[config.mk]
export PLATFORM = sky130hd
export DESIGN_NAME = evs_bank
export DESIGN_NICKNAME = d
export VERILOG_FILES = /design/src/rtl/evs_pkg.sv /design/src/rtl/evs_status_reg.sv /design/src/rtl/evs_core_port.sv /design/src/rtl/evs_host_port.sv /design/src/rtl/evs_bank.sv
export SDC_FILE = /design/constraint.sdc
export NUM_CORES = 1
export LEC_CHECK = 0
export ABC_AREA = 0
export CELL_PAD_IN_SITES_DETAIL_PLACEMENT = 0
export CELL_PAD_IN_SITES_GLOBAL_PLACEMENT = 2
export CORE_MARGIN = 5
export CORE_UTILIZATION = 33
export CTS_CLUSTER_SIZE = 28
export DETAILED_ROUTE_END_ITERATION = 6
export PLACE_DENSITY_LB_ADDON = 0.1
export SYNTH_ARGS = -nofsm -noshare
export SYNTH_HDL_FRONTEND = slang
export SYNTH_SLANG_ARGS = --single-unit
[constraint.sdc]
create_clock -name clk -period 2.12 [get_ports clk]
set_input_delay 0.212 -clock clk [delete_from_list [all_inputs] [get_ports clk]]
set_output_delay 0.212 -clock clk [all_outputs]
set_load 0.02 [all_outputs]
[src/rtl/evs_pkg.sv]
package evs_pkg;

  localparam int NUM_REGS = 3;
  localparam int ADDR_W   = 2;

  localparam int IDX_GEN  = 0;
  localparam int IDX_NMI  = 1;
  localparam int IDX_HOST = 2;

  typedef enum logic [ADDR_W-1:0] {
    SEL_GEN  = 2'd0,
    SEL_NMI  = 2'd1,
    SEL_HOST = 2'd2,
    SEL_NONE = 2'd3
  } evs_sel_e;

  // Address decodes to a real register.
  function automatic logic sel_mapped(evs_sel_e s);
    return (s != SEL_NONE);
  endfunction

  // Registers whose read side effects survive a debug freeze.
  function automatic logic sel_exempt(evs_sel_e s);
    return (s == SEL_NMI) || (s == SEL_HOST);
  endfunction

  // A core access clears its target when mapped and not held off by freeze.
  function automatic logic core_destructive(logic rd, evs_sel_e s, logic frz);
    return rd && sel_mapped(s) && (!frz || sel_exempt(s));
  endfunction

endpackage

[src/rtl/evs_status_reg.sv]
module evs_status_reg #(
  parameter int WIDTH = 8
) (
  input  logic             clk,
  input  logic             rst_n,
  input  logic [WIDTH-1:0] evt_i,
  input  logic             clr_i,
  output logic [WIDTH-1:0] q_o
);

  // Clear first, then merge the events, so a racing event survives.
  function automatic logic [WIDTH-1:0] next_bits(logic [WIDTH-1:0] cur,
                                                 logic [WIDTH-1:0] evt,
                                                 logic             clr);
    return (clr ? '0 : cur) | evt;
  endfunction

  logic [WIDTH-1:0] q_d;

  always_comb q_d = next_bits(q_o, evt_i, clr_i);

  always_ff @(posedge clk or negedge rst_n) begin
    if (!rst_n) q_o <= '0;
    else        q_o <= q_d;
  end

  AST_EVT_STICKS: assert property (@(posedge clk) disable iff (!rst_n)
    (|evt_i) |=> ((q_o & $past(evt_i)) == $past(evt_i)));

  AST_EVT_BEATS_CLEAR: assert property (@(posedge clk) disable iff (!rst_n)
    (clr_i && (|evt_i)) |=> (q_o == $past(evt_i)));

  AST_HOLD_WITHOUT_CLEAR: assert property (@(posedge clk) disable iff (!rst_n)
    !clr_i |=> ((q_o & $past(q_o)) == $past(q_o)));

endmodule

[src/rtl/evs_core_port.sv]
module evs_core_port
  import evs_pkg::*;
#(
  parameter int WIDTH = 8
) (
  input  logic                             clk,
  input  logic                             rst_n,
  input  logic                             freeze_i,
  input  logic                             rd_i,
  input  logic [ADDR_W-1:0]                addr_i,
  input  logic [NUM_REGS-1:0][WIDTH-1:0]   bank_i,
  output logic [NUM_REGS-1:0]              clr_o,
  output logic [WIDTH-1:0]                 rdata_o,
  output logic                             ack_o
);

  evs_sel_e         sel;
  logic             destructive;
  logic [WIDTH-1:0] rd_val;

  assign sel         = evs_sel_e'(addr_i);
  assign destructive = core_destructive(rd_i, sel, freeze_i);

  always_comb begin
    case (sel)
      SEL_GEN:  rd_val = bank_i[IDX_GEN];
      SEL_NMI:  rd_val = bank_i[IDX_NMI];
      SEL_HOST: rd_val = bank_i[IDX_HOST];
      default:  rd_val = '0;
    endcase
  end

  always_comb begin
    for (int k = 0; k < NUM_REGS; k++)
      clr_o[k] = destructive && (int'(sel) == k);
  end

  always_ff @(posedge clk or negedge rst_n) begin
    if (!rst_n) begin
      rdata_o <= '0;
      ack_o   <= 1'b0;
    end else begin
      ack_o <= destructive;
      if (rd_i) rdata_o <= rd_val;
    end
  end

  AST_FROZEN_GEN_QUIET: assert property (@(posedge clk) disable iff (!rst_n)
    (rd_i && freeze_i && addr_i == 2'd0) |=> !ack_o);

  AST_NMI_ALWAYS_ACKS: assert property (@(posedge clk) disable iff (!rst_n)
    (rd_i && addr_i == 2'd1) |=> ack_o);

  AST_HOSTREG_CORE_ACKS: assert property (@(posedge clk) disable iff (!rst_n)
    (rd_i && addr_i == 2'd2) |=> ack_o);

  AST_UNMAPPED_SILENT: assert property (@(posedge clk) disable iff (!rst_n)
    (rd_i && addr_i == 2'd3) |=> (!ack_o && rdata_o == '0));

  AST_ACK_NEEDS_READ: assert property (@(posedge clk) disable iff (!rst_n)
    !rd_i |=> !ack_o);

endmodule

[src/rtl/evs_host_port.sv]
module evs_host_port #(
  parameter int WIDTH = 8
) (
  input  logic             clk,
  input  logic             rst_n,
  input  logic             rd_i,
  input  logic [WIDTH-1:0] host_q_i,
  output logic             clr_o,
  output logic [WIDTH-1:0] rdata_o,
  output logic             ack_o
);

  // Host reads always clear; freeze is deliberately not an input here.
  assign clr_o = rd_i;

  always_ff @(posedge clk or negedge rst_n) begin
    if (!rst_n) begin
      rdata_o <= '0;
      ack_o   <= 1'b0;
    end else begin
      ack_o <= rd_i;
      if (rd_i) rdata_o <= host_q_i;
    end
  end

  AST_HOST_ACKS: assert property (@(posedge clk) disable iff (!rst_n)
    rd_i |=> ack_o);

  AST_HOST_ACK_PULSE: assert property (@(posedge clk) disable iff (!rst_n)
    !rd_i |=> !ack_o);

endmodule

[src/rtl/evs_bank.sv]
module evs_bank
  import evs_pkg::*;
#(
  parameter int WIDTH = 8
) (
  input  logic               clk,
  input  logic               rst_n,
  input  logic               freeze,
  input  logic [WIDTH-1:0]   gen_evt,
  input  logic [WIDTH-1:0]   nmi_evt,
  input  logic [WIDTH-1:0]   host_evt,
  input  logic               core_rd,
  input  logic [ADDR_W-1:0]  core_addr,
  output logic [WIDTH-1:0]   core_rdata,
  output logic               core_ack,
  input  logic               host_rd,
  output logic [WIDTH-1:0]   host_rdata,
  output logic               host_ack
);

  logic [NUM_REGS-1:0][WIDTH-1:0] evt_bank;
  logic [NUM_REGS-1:0][WIDTH-1:0] q_bank;
  logic [NUM_REGS-1:0]            core_clr;
  logic [NUM_REGS-1:0]            reg_clr;
  logic                           host_clr;

  assign evt_bank[IDX_GEN]  = gen_evt;
  assign evt_bank[IDX_NMI]  = nmi_evt;
  assign evt_bank[IDX_HOST] = host_evt;

  for (genvar i = 0; i < NUM_REGS; i++) begin : g_reg
    localparam bit IS_HOST = (i == IDX_HOST);
    assign reg_clr[i] = core_clr[i] | (IS_HOST & host_clr);

    evs_status_reg #(.WIDTH(WIDTH)) u_reg (
      .clk   (clk),
      .rst_n (rst_n),
      .evt_i (evt_bank[i]),
      .clr_i (reg_clr[i]),
      .q_o   (q_bank[i])
    );
  end

  evs_core_port #(.WIDTH(WIDTH)) u_core (
    .clk      (clk),
    .rst_n    (rst_n),
    .freeze_i (freeze),
    .rd_i     (core_rd),
    .addr_i   (core_addr),
    .bank_i   (q_bank),
    .clr_o    (core_clr),
    .rdata_o  (core_rdata),
    .ack_o    (core_ack)
  );

  evs_host_port #(.WIDTH(WIDTH)) u_host (
    .clk      (clk),
    .rst_n    (rst_n),
    .rd_i     (host_rd),
    .host_q_i (q_bank[IDX_HOST]),
    .clr_o    (host_clr),
    .rdata_o  (host_rdata),
    .ack_o    (host_ack)
  );

  AST_CORE_GEN_DATA: assert property (@(posedge clk) disable iff (!rst_n)
    (core_rd && core_addr == 2'd0) |=> (core_rdata == $past(q_bank[IDX_GEN])));

  AST_DUAL_READ_AGREE: assert property (@(posedge clk) disable iff (!rst_n)
    (core_rd && core_addr == 2'd2 && host_rd) |=> (core_rdata == host_rdata));

  AST_FROZEN_GEN_KEPT: assert property (@(posedge clk) disable iff (!rst_n)
    (core_rd && freeze && core_addr == 2'd0) |=>
      ((q_bank[IDX_GEN] & $past(q_bank[IDX_GEN])) == $past(q_bank[IDX_GEN])));

endmodule

==> Word-level counts from Yosys, hierarchy flattened <==
Cells that the tools add are included.
{ "op_classes": {"eq_ne": 5, "mux": 4, "bitwise": 4, "reduce_logical": 10} }
{ "op_table": {"columns": ["cell", "count"], "rows": [
  ["2-to-1 mux 8 bit", 3],
  ["bitwise OR 8 bit", 3],
  ["case mux 8 bit (3 select lines)", 1],
  ["== test 2 bit (second input constant)", 3],
  ["logical AND 1 bit", 5],
  ["logical NOT 2 bit", 2],
  ["== test 2 x 1 -> 1 bit (second input constant)", 1],
  ["logical OR 1 bit", 2],
  ["inequality test 2 bit (second input constant)", 1],
  ["logical NOT 1 bit", 1],
  ["bitwise OR 1 bit", 1]
]} }
{ "totals": {"ff_bits": 42, "inputBits": 31, "output_inout_bits": 18, "word_cells": 30} }

==> Logic depth before layout (Yosys ltp) <==
{ "logic_depth": {"ltp_word": 8, "ltp_mapped": 5, "ltp_nobuf": 5} }

==> By module <==
A second synthesis with hierarchy kept.
{ "hier_totals": {"hier_cells": 122, "hier_area_um2": 1711.6} }
{ "by_module_without_submodules": {"columns": ["module", "instances", "cells_per_inst", "area_per_inst_um2", "seq_area_each_um2"], "rows": [
  ["evs_status_reg", 3, 17, 264.0, 200.2],
  ["evs_core_port", 1, 51, 549.3, 225.2],
  ["evs_host_port", 1, 19, 364.1, 225.2],
  ["evs_bank", 1, 1, 6.3, 0.0]
]} }

==> Least setup slack after synthesis <==
No wires, ideal clock.
{ "synth_path": {"path_type": "input to register", "start": "input core_addr[0]", "end": "register g_reg[2].u_reg.q_o[0]", "setup_time_ps": 64, "arrival_time_ps": 1212, "required_ps": 2056, "setup_slack_ps": 844, "stages": 5, "path_buffers": 0, "path_cell_list": "inv_1 > ha_1 > nand2b_1 > a31oi_4 > a21o_1"} }
{ "synth_between": {"elab_chain_cells": 8, "elab_cells_between_ends": 12, "classes_between": "eq/ne (4); mux (1); bitwise (2); reduce/logical (5)"} }
{ "synth_lines": {"columns": ["item", "line", "source"], "rows": [
  ["start: declaration", "evs_bank.sv:13", "input logic [ADDR_W-1:0] core_addr,"],
  ["== test 2 x 1 -> 1 bit or == test 2 bit (tied branches)", "evs_pkg.sv:24", "return (s == SEL_NMI) || (s == SEL_HOST);"],
  ["logical OR 1 bit", "evs_pkg.sv:24", null],
  ["logical OR 1 bit", "evs_pkg.sv:29", "return rd && sel_mapped(s) && (!frz || sel_exempt(s));"],
  ["logical AND 1 bit", "evs_pkg.sv:29", null],
  ["logical AND 1 bit (*)", "evs_core_port.sv:35", "clr_o[k] = destructive && (int'(sel) == k);"],
  ["bitwise OR 1 bit (*)", "evs_bank.sv:33", "assign reg_clr[i] = core_clr[i] | (IS_HOST & host_clr);"],
  ["2-to-1 mux 8 bit (*)", "evs_status_reg.sv:15", "return (clr ? '0 : cur) | evt;"],
  ["bitwise OR 8 bit (*)", "evs_status_reg.sv:15", null],
  ["named net g_reg[2].u_reg.q_d[0]", "evs_status_reg.sv:18", "logic [WIDTH-1:0] q_d;"],
  ["end signal: assignment", "evs_status_reg.sv:24", "else q_o <= q_d;"],
  ["end: declaration", "evs_status_reg.sv:8", "output logic [WIDTH-1:0] q_o"]
]} }
The timed path passes the listed nets; every way through them passes the cells marked *.
A chain may end at the register's enable or synchronous reset.

==> Worst setup path after layout <==
{ "layout_path": {"start": "input core_addr[0]", "end": "register g_reg[2].u_reg.q_o[6]"} }
The elaborated chain is that of the path after synthesis.

==> summary.md <==
| Metric | Value |
|---|---|
| Status | completed |
| Reg2reg start | g_reg[1].u_reg.q_o[3] |
| Setup crit start kind | primary input |
| Routed Antenna Nets | 0 |
| TNS Setup | 0 ps |
| Min Hold Slack | 441.3 ps |
| Endpoints failing hold | 0 |
| CP Capture Type | flip-flop |
| # clock sinks | 42 |
| Initial antenna violation count | 0 |
| Worst r2r path cells | 2 |
| Synth unique cells | 16 |
| Final setup viols | 0 |
| Routed wire length | 3.899 mm |
| Syn Area/Cell | 14.15 um^2 |
| Hold WC Path Type | in2async |
| Initial core utilization | 0.3459 |
| Num CTS Buffers | 5 |
| Clk_lat worst skew | 280 ps |
| Die W | 80.83 um |
| Largest net degree at the start of global routing | 24 |
| DP HPWL | 2.984 mm |
| DR vias | 1125 |
| Ant. Diodes | 0 |
| Core Area | 0.004786 mm^2 |
| First-pass GRT wire length | 6.292 mm |
| Drt first pass iters | 4 |
| Slew Viols, Final | 0 |
| Iter 0 DRT Violations | 44 |
| Reg2reg end | u_core.rdata_o[3] |
| P_leak | 0.9292 nW |
| FF-to-FF setup slack | 1080 ps |
| Critical path type | in2reg |
| Most frequent cells in the layout | clkdlybuf4s50_1, dfrtp_1, a21o_1 |
| Final min period | 1654 ps |
| DRC violations left | 0 |
| Worst-margin pin slew | 543.0 ps |
| CP arrival | 1880 ps |
| Unrepaired setup endpoints after global routing | no |
| FILL cells | 441 |
| Cell area after synthesis | 0.001655 mm^2 |
| Max cap viols | 0 |
| Layout Nets | 204 |
| Layout area overhead | 38.93% |
| Clk pin slew, worst setup/hold paths | 80 ps |
| Fraction of layout instances using a drive strength above 1 | 0.1294 |
| Pwr Density | 761.8 mW/mm^2 |
| Register area share after synthesis | 0.6349 |
| Tot GR Track Use | 0.1286 |
| Overflow left after global routing | 0 |
| Row cnt | 25 |
| CTS H-tree lvls | 2 |
| Wire per inst | 16.45 um |
| Vias in the first global route | 1271 |
| Die Y | 80.83 um |
| YS warnings | 0 |
| Synthesized flop and latch total | 42 |
| Die area | 0.006533 mm^2 |
| Final Cycle Share | 0.7802 |
| Syn Nets | 152 |
| PortBufs | 48 |
| Io pins | 49 |
| Gate Count Post-Synth | 117 |
| Clock buffer depth | 2 |
| GPL Wtd Cong | 0.6937 |
| Most common cell after layout, fill and taps aside | clkdlybuf4s50_1 |
| Root Driver | clkbuf_8 |
| Slew HR | 0.6380 |
| Critical Path RT | 2350 ps |
| Clock skew | 1.407 ps |
| CTS tree | built |
| Fmax | 604.6 MHz |
| Peak VDD IR | 0.0003373 V |
| Vias per cell | 4.747 |
| Crit-path max FO | 8 |
==> cell families (layout without fill, tap and decap cells) <==
kind of cell	Yosys count	after routing	share of synthesized area
compound gates	41	41	0.2003
fa+ha+maj	4	4	0.03024
buf+inv	16	69	0.04157
flops	42	42	0.6349
mux	8	8	0.05442
simple gates	6	6	0.03855
==> cells in the mapped netlist <==
master,number,area share
dfrtp_1,42,0.63
and2b_4,1,0.0060
buf_6,1,0.0068
clkbuf_1,3,0.0068
inv_1,10,0.023
a31oi_4,1,0.013
and2_1,1,0.0038
a21o_1,24,0.11
nand2b_1,2,0.0076
mux2_2,8,0.054
nand3_4,2,0.021
buf_2,1,0.0030
o22ai_1,8,0.030
ha_1,4,0.030
a222oi_1,8,0.048
buf_1,1,0.0023
==> per-layer routing <==
layer / routed length [um] / global-route usage / vias to the layer above
li1: - / - / 527
met4: 55 / 0.05068 / 0
met5: 0 / 0 / -
met3: 174 / 0.03326 / 5
met1: 1685 / 0.1610 / 560
met2: 1984 / 0.2118 / 33
==> per-stage QoR <==
stage / cell area [um^2] / cells / power (mW) / utilization / worst slack, ps
finish: 2300 / 237 / 1.752 / 0.4805 / 465.9
global route: 2300 / 237 / 1.839 / 0.4805 / 373.3
CTS: 2300 / 237 / 1.778 / 0.4805 / 462.3
detailed placement: 2198 / 228 / 1.252 / 0.4593 / 158.6
global placement: 2198 / 228 / 1.246 / 0.4593 / 206.5
floorplan: 1655 / 117 / 1.064 / - / 844.0
==> power by group <==
group / switching (mW) / leakage (nW) / internal [mW]
Combinational: 0.152 / 0.435 / 0.177
Sequential: 0.0360 / 0.446 / 0.864
Clock: 0.260 / 0.0482 / 0.263
==> timing repair <==
item                      in CTS  in global routing
gates resized for setup        0                  0
setup buffers                  0                  0
hold endpoints to repair      21                  0
hold buffers                   1                  0
==> worst max-delay path, stage by stage <==
cell and delay (ps):
clkdlybuf4s50_1 500, inv_1 70, ha_1 280, nand2b_1 280
a31oi_4 370, a21o_1 170
==> flip-flops by register name, indices dropped and copies added (netlist names) <==
name and cells:
u_core.rdata_o 8, g.u_reg.q_o 24, u_host.ack_o 1, u_core.ack_o 1, u_host.rdata_o 8
==> how the worst max path moves through the flow <==
stage	startpoint	endpoint	slack [ps]	cells after the start
finish	core_addr[0]	g_reg[2].u_reg.q_o[6]	470	6
global route	core_addr[0]	g_reg[2].u_reg.q_o[6]	370	6
CTS	core_addr[0]	g_reg[2].u_reg.q_o[6]	460	6
detailed placement	core_addr[0]	g_reg[2].u_reg.q_o[6]	160	6
global placement	core_addr[0]	g_reg[2].u_reg.q_o[2]	210	6
floorplan	core_addr[0]	g_reg[2].u_reg.q_o[0]	840	5
==> cell type report <==
class / count / area, um^2 / share of cell area
inverters: 10 / 37.54 / 0.01632
flip-flops and latches: 42 / 1051 / 0.4570
clock buffers: 7 / 86.33 / 0.03754
multi-input cells: 59 / 535.5 / 0.2329
clock inverters: 1 / 5.005 / 0.002176
repair buffers: 51 / 500.5 / 0.2176
well taps: 67 / 83.83 / 0.03645
Power figures use the tool's default switching activity.
